==> config.mk <==
export PLATFORM = sky130hd
export DESIGN_NAME = pwcap_timer
export DESIGN_NICKNAME = d
export VERILOG_FILES = /design/src/rtl/pwcap_pkg.sv /design/src/rtl/pwcap_edge.sv /design/src/rtl/pwcap_counter.sv /design/src/rtl/pwcap_capture.sv /design/src/rtl/pwcap_timer.sv
export SDC_FILE = /design/constraint.sdc
export NUM_CORES = 1
export LEC_CHECK = 0
export ABC_AREA = 0
export CELL_PAD_IN_SITES_DETAIL_PLACEMENT = 0
export CELL_PAD_IN_SITES_GLOBAL_PLACEMENT = 1
export CORE_MARGIN = 2
export CORE_UTILIZATION = 51
export CTS_CLUSTER_DIAMETER = 40
export CTS_CLUSTER_SIZE = 10
export DETAILED_ROUTE_END_ITERATION = 12
export DONT_BUFFER_PORTS = 1
export GPL_ROUTABILITY_DRIVEN = 0
export HOLD_SLACK_MARGIN = 0.12
export PLACE_DENSITY_LB_ADDON = 0.1
export REMOVE_ABC_BUFFERS = 1
export SLEW_MARGIN = 20
export SYNTH_ARGS = -nofsm -noshare
export SYNTH_HDL_FRONTEND = slang
export SYNTH_HIERARCHICAL = 1
export SYNTH_SLANG_ARGS = --single-unit
export TNS_END_PERCENT = 100
==> constraint.sdc <==
create_clock -name clk_i -period 3.35 [get_ports clk_i]
set_clock_uncertainty 0.05 [all_clocks]
set_input_delay 0.67 -clock clk_i [delete_from_list [all_inputs] [get_ports clk_i]]
set_output_delay 0.67 -clock clk_i [all_outputs]
set_load 0.005 [all_outputs]
==> src/rtl/pwcap_pkg.sv <==
package pwcap_pkg;
  typedef enum logic [1:0] {
    REG_WIDTH  = 2'd0,
    REG_PERIOD = 2'd1,
    REG_STATUS = 2'd2,
    REG_COUNT  = 2'd3
  } reg_sel_e;

  localparam int STAT_FLAG_BIT = 0;
  localparam int STAT_OVF_BIT  = 1;
endpackage

==> src/rtl/pwcap_edge.sv <==
module pwcap_edge #(
  parameter int STAGES = 2
) (
  input  logic clk_i,
  input  logic rst_ni,
  input  logic sig_i,
  input  logic pol_i,
  output logic lead_o,
  output logic trail_o
);
  localparam int LAST = STAGES - 1;

  logic [STAGES-1:0] sync_q;
  logic              prev_q;
  logic              rise, fall;

  always_ff @(posedge clk_i or negedge rst_ni) begin
    if (!rst_ni) begin
      sync_q <= '0;
      prev_q <= 1'b0;
    end else begin
      sync_q <= {sync_q[STAGES-2:0], sig_i};
      prev_q <= sync_q[LAST];
    end
  end

  assign rise    = sync_q[LAST] & ~prev_q;
  assign fall    = ~sync_q[LAST] & prev_q;
  assign lead_o  = pol_i ? rise : fall;
  assign trail_o = pol_i ? fall : rise;
endmodule

==> src/rtl/pwcap_counter.sv <==
module pwcap_counter #(
  parameter int CNT_W = 32
) (
  input  logic             clk_i,
  input  logic             rst_ni,
  input  logic             en_i,
  input  logic             lead_i,
  output logic [CNT_W-1:0] cnt_o,
  output logic             armed_o,
  output logic             ovf_o
);
  localparam logic [CNT_W-1:0] CNT_ONE = CNT_W'(1);
  localparam logic [CNT_W-1:0] CNT_MAX = '1;
  localparam logic [CNT_W-1:0] CNT_PRE = CNT_MAX - CNT_ONE;

  logic [CNT_W-1:0] cnt_q;
  logic             armed_q, ovf_q;

  always_ff @(posedge clk_i or negedge rst_ni) begin
    if (!rst_ni) begin
      cnt_q   <= CNT_ONE;
      armed_q <= 1'b0;
      ovf_q   <= 1'b0;
    end else if (!en_i) begin
      cnt_q   <= CNT_ONE;
      armed_q <= 1'b0;
      ovf_q   <= 1'b0;
    end else if (lead_i) begin
      cnt_q   <= CNT_ONE;
      armed_q <= 1'b1;
      ovf_q   <= 1'b0;
    end else if (armed_q && cnt_q != CNT_MAX) begin
      cnt_q <= cnt_q + CNT_ONE;
      if (cnt_q == CNT_PRE) ovf_q <= 1'b1;
    end
  end

  assign cnt_o   = cnt_q;
  assign armed_o = armed_q;
  assign ovf_o   = ovf_q;

  assert_idle_R3: assert property (@(posedge clk_i) disable iff (!rst_ni)
    !en_i |=> (cnt_o == CNT_ONE && !armed_o && !ovf_o));
  assert_step_R4: assert property (@(posedge clk_i) disable iff (!rst_ni)
    (en_i && armed_o && !lead_i && cnt_o != CNT_MAX) |=> cnt_o == $past(cnt_o) + CNT_ONE);
  assert_reload_R6: assert property (@(posedge clk_i) disable iff (!rst_ni)
    (en_i && lead_i) |=> (cnt_o == CNT_ONE && armed_o && !ovf_o));
  assert_saturate_R10: assert property (@(posedge clk_i) disable iff (!rst_ni)
    (en_i && armed_o && !lead_i && cnt_o == CNT_MAX) |=> (cnt_o == CNT_MAX && ovf_o));
endmodule

==> src/rtl/pwcap_capture.sv <==
module pwcap_capture #(
  parameter int CNT_W = 32
) (
  input  logic             clk_i,
  input  logic             rst_ni,
  input  logic             en_i,
  input  logic             lead_i,
  input  logic             trail_i,
  input  logic             armed_i,
  input  logic [CNT_W-1:0] cnt_i,
  input  logic             irq_en_i,
  input  logic             clr_i,
  output logic [CNT_W-1:0] width_o,
  output logic [CNT_W-1:0] period_o,
  output logic             flag_o
);
  logic [CNT_W-1:0] width_q, period_q;
  logic             flag_q;
  logic             cap_w, cap_p;

  // width is frozen while a flagged capture awaits software
  assign cap_w = en_i && trail_i && armed_i && !(irq_en_i && flag_q);
  assign cap_p = en_i && lead_i && armed_i;

  always_ff @(posedge clk_i or negedge rst_ni) begin
    if (!rst_ni) begin
      width_q  <= '0;
      period_q <= '0;
      flag_q   <= 1'b0;
    end else begin
      if (cap_w) width_q <= cnt_i;
      if (cap_p) period_q <= cnt_i;
      if (cap_w)      flag_q <= 1'b1;
      else if (clr_i) flag_q <= 1'b0;
    end
  end

  assign width_o  = width_q;
  assign period_o = period_q;
  assign flag_o   = flag_q;

  assert_width_sticky_R9: assert property (@(posedge clk_i) disable iff (!rst_ni)
    (en_i && trail_i && irq_en_i && flag_o) |=> $stable(width_o));
  assert_period_update_R9: assert property (@(posedge clk_i) disable iff (!rst_ni)
    (en_i && lead_i && armed_i) |=> period_o == $past(cnt_i));
  assert_width_take_R5: assert property (@(posedge clk_i) disable iff (!rst_ni)
    (en_i && trail_i && armed_i && !irq_en_i) |=> (width_o == $past(cnt_i) && flag_o));
  assert_flag_clear_R8: assert property (@(posedge clk_i) disable iff (!rst_ni)
    (clr_i && !trail_i) |=> !flag_o);
endmodule

==> src/rtl/pwcap_timer.sv <==
module pwcap_timer
  import pwcap_pkg::*;
#(
  parameter int CNT_W       = 32,
  parameter int SYNC_STAGES = 2
) (
  input  logic             clk_i,
  input  logic             rst_ni,
  input  logic             enable_i,
  input  logic             pol_i,
  input  logic             irq_en_i,
  input  logic             sig_i,
  input  logic [1:0]       addr_i,
  input  logic             wr_i,
  input  logic [CNT_W-1:0] wdata_i,
  output logic [CNT_W-1:0] rdata_o,
  output logic             irq_o
);
  logic             lead, trail, armed, ovf, flag, clr;
  logic [CNT_W-1:0] cnt, width, period;
  logic             unused_wdata;

  assign unused_wdata = ^wdata_i[CNT_W-1:1];
  assign clr = wr_i && (reg_sel_e'(addr_i) == REG_STATUS) && wdata_i[0];

  pwcap_edge #(.STAGES(SYNC_STAGES)) u_edge (
    .clk_i   (clk_i),
    .rst_ni  (rst_ni),
    .sig_i   (sig_i),
    .pol_i   (pol_i),
    .lead_o  (lead),
    .trail_o (trail)
  );

  pwcap_counter #(.CNT_W(CNT_W)) u_cnt (
    .clk_i   (clk_i),
    .rst_ni  (rst_ni),
    .en_i    (enable_i),
    .lead_i  (lead),
    .cnt_o   (cnt),
    .armed_o (armed),
    .ovf_o   (ovf)
  );

  pwcap_capture #(.CNT_W(CNT_W)) u_cap (
    .clk_i    (clk_i),
    .rst_ni   (rst_ni),
    .en_i     (enable_i),
    .lead_i   (lead),
    .trail_i  (trail),
    .armed_i  (armed),
    .cnt_i    (cnt),
    .irq_en_i (irq_en_i),
    .clr_i    (clr),
    .width_o  (width),
    .period_o (period),
    .flag_o   (flag)
  );

  always_comb begin
    rdata_o = '0;
    case (reg_sel_e'(addr_i))
      REG_WIDTH:  rdata_o = width;
      REG_PERIOD: rdata_o = period;
      REG_STATUS: begin
        rdata_o[STAT_FLAG_BIT] = flag;
        rdata_o[STAT_OVF_BIT]  = ovf;
      end
      default:    rdata_o = cnt;
    endcase
  end

  assign irq_o = flag;

  assert_ro_width_R11: assert property (@(posedge clk_i) disable iff (!rst_ni)
    (!trail) |=> $stable(width));
endmodule

==> impl_results.md <==
* Via density at around 6.2
* Fillcell total at between 900 and 1000
* Max Root-Sink Buffers at 2
* Final setup fails at 0
* Core Area at between 10000 and 15000 um^2
* FP Rows at 37
* Pwr dens at around 380 nW/um^2
* DP HPWL at a little over 7 mm
* Max-slew headroom at between 50% and 60%
* MaxCap Viol Count at 0
* Die width at 106.7 um
* Nets@finish at slightly below 500
* Via Count at around 3600
* Drt first pass iters at 4
* Worst path required time at 3.59 ns
* # resized after CTS at 0
* Die Ht at 106.7 um
* Total track usage at between 20% and 30%
* Syn_area_per_cell at between 10 and 15 um^2
* Global route overflow at 0
* Layout cells sized above 1 at between 20 and 30%
* CP endpoint kind: flop
* Lkg Pwr at approximately 2.6 nW
* Antenna viol nets, final at 0
* CTS clk-pin slew, worst paths at approximately 0.10 ns
* # IOs at 74
* Iter 0 DRT Violations at roughly 140
* Hold Violations, Final at 0
* First-pass GRT wire length at ~18 mm
* Seq cells post-synth at a little over 100
* Crit Path Class: reg2reg
* Port-buffer cells at 0
* Vias in the first global route at between 3000 and 4000
* Cell with the most instances after synthesis: dfrtp_1
* FFs w/ async S/R, synth at 100.0%
* Clk root buf: clkbuf_8
* DR WL/cell at around 19 um
* Worst vdd ir at ~0.23 mV
* Unrepaired setup endpoints after global routing: false
* CP Launch Type: flop
* Minimum clock period at 2.698 ns
* Most instantiated cells after synthesis: 101 x dfrtp_1, 65 x mux2_2, 30 x a22o_1, 27 x mux2_4, 18 x a21oi_1
* Syn Std Cell Area at approximately 5400 um^2
* Clock sinks at about 100
* Clock buffer count from CTS at 9
* Fmax at 370.7 MHz
* Post-Place Cell Area at around 5500 um^2
* Largest net degree at the start of global routing at between 100 and 150
* Layout overhead on the synthesized area at 6.119%
* Distinct cells, synth at 54
* Synth Flop Type: dfrtp_1
* # diodes at 0
* Post-Route WL at roughly 11 mm
* Max Transition Viols Final at 0
* Worst-margin pin slew at 0.7229 ns
* Type of the tightest min-delay check: in2async
* Post-synthesis sequential area ratio at a little under half
* Clock Latency Late Sink at ~0.36 ns
* Cells after Synth at between 400 and 500
* Initial antenna violation count at 0
* Post-layout instance area at roughly 5700 um^2
* H-Tree Depth at 3
* TNS Setup at 0 ns
* Area share of the largest cell type after synthesis at around 47%
* Largest cells by area after synthesis: dfrtp_1 47%, mux2_2 14%, mux2_4 7.5%
* Synth warn at 6
* WP data arrival at slightly below 3 ns
* Final period utilization at between 80% and 90%
* Outcome: finished clean
* Post-route DRC at 0
* Die area at about 11000 um^2
* Post-synth EDFFs at 0
* Initial Util at between 50% and 60%
* Worst-path maximum fanout at 10
* CTS tree: yes
* Synth area leader: dfrtp_1
[cells by family after synthesis]
group	synth area share (%)
xor gates and xnor gates	1.629
buffers and inverters	3.606
muxes	22.78
DFF	47.49
and+or+nand+nor	12.45
adders and majority gates	0.4653
AOI/OAI and AO/OA	11.59
[power by group]
group	switching, mW	total, mW	internal [mW]
registers	0.0185	1.27	1.25
logic	0.0610	0.106	0.0447
clock network	0.414	0.801	0.387
[metal layers]
layer | vias up | track usage (%) | routed length [um]
li1 | 1669 | - | -
met1 | 1840 | 28.48 | 5331
met2 | 53 | 32.21 | 5184
met3 | 10 | 2.796 | 332
met4 | 0 | 6.772 | 124
met5 | - | 0 | 0
[metrics by stage]
step	setup slack, ns	power [mW]	hold WS, ns	util (%)	cells
2_1_floorplan	0.6307	1.348	0.2812	-	416
3_3_place_gp	0.7268	1.370	0.2841	53.25	562
3_5_place_dp	0.6952	1.373	0.2881	53.25	562
4_1_cts	0.6736	2.206	0.1934	55.53	578
5_1_grt	0.5358	2.265	0.2138	55.53	578
6_report	0.6524	2.175	0.1765	55.53	578
[registers in the layout (all words and copies together), names as in the netlist]
signal	flops
u_edge/sync_q	2
u_cap/width_o	32
u_cnt/armed_o	1
u_cnt/ovf_o	1
u_cap/flag_o	1
u_edge/prev_q	1
u_cnt/cnt_o	32
u_cap/period_o	32
[placed cells by master, fill, tap and decap left out, types with 2 or more instances in the layout]
| cell type | Yosys | final |
|---|---|---|
| dfrtp_1 | 101 | 101 |
| mux2_2 | 65 | 65 |
| a22o_1 | 30 | 30 |
| mux2_4 | 27 | 27 |
| a21oi_1 | 18 | 18 |
| or3_1 | 16 | 16 |
| nor2_1 | 17 | 16 |
| nand4_1 | 14 | 14 |
| nand3_1 | 13 | 13 |
| o21ai_0 | 13 | 13 |
| clkbuf_8 | 0 | 11 |
| nand2_1 | 10 | 10 |
| buf_4 | 0 | 9 |
| nor3_1 | 8 | 8 |
| xor2_1 | 7 | 7 |
| inv_1 | 6 | 6 |
| and4_1 | 6 | 6 |
| and3_1 | 6 | 6 |
| o31ai_1 | 6 | 6 |
| nor4_1 | 5 | 4 |
| o2111ai_1 | 4 | 4 |
| or4_1 | 4 | 4 |
| xnor2_1 | 3 | 3 |
| mux4_2 | 2 | 2 |
| mux2_1 | 2 | 2 |
| a21o_1 | 2 | 2 |
| and2_1 | 2 | 2 |
| nand2b_1 | 2 | 2 |
| o211a_1 | 2 | 2 |
| o211ai_1 | 2 | 2 |
| ha_1 | 2 | 2 |
| mux2i_1 | 2 | 2 |
[path summary, 6_finish.rpt]
kind,start,to,slack [ns],cells past startpoint
max,u_cnt/cnt_o[0],u_cnt/cnt_o[30],0.65,6
min,rst_ni,u_cap/period_o[11],0.18,1
max reg2reg,u_cnt/cnt_o[0],u_cnt/cnt_o[30],0.65,6
min reg2reg,u_edge/sync_q[0],u_edge/sync_q[1],0.31,0
max in group asynchronous,rst_ni,u_cnt/cnt_o[26],2.67,1
min in group clk_i,sig_i,u_edge/sync_q[0],0.27,0
[cell type report]
cell class | count | area (um^2) | area share [%]
tap | 136 | 170.2 | 2.982
clock buffer | 11 | 151.4 | 2.653
multi-input combinational | 308 | 2639 | 46.24
inverter | 6 | 22.52 | 0.3947
sequential | 102 | 2554 | 44.75
timing repair buffer | 11 | 115.1 | 2.017
clock inverter | 4 | 55.05 | 0.9647
[worst max-delay path, stage by stage, from the launching register on]
cell     delay (ns)
dfstp_2        0.64
ha_1           0.34
nand2_1        0.18
or3_1          0.43
or4_4          0.52
or3_1          0.32
a21oi_1        0.15
[timing repair]
action / 4_1_cts / 5_1_grt
buffers inserted: 0 / 0
hold buffers: 1 / 0
endpoints found under the hold margin: 102 / 0
Note: power is estimated with default switching activity, not from simulation.
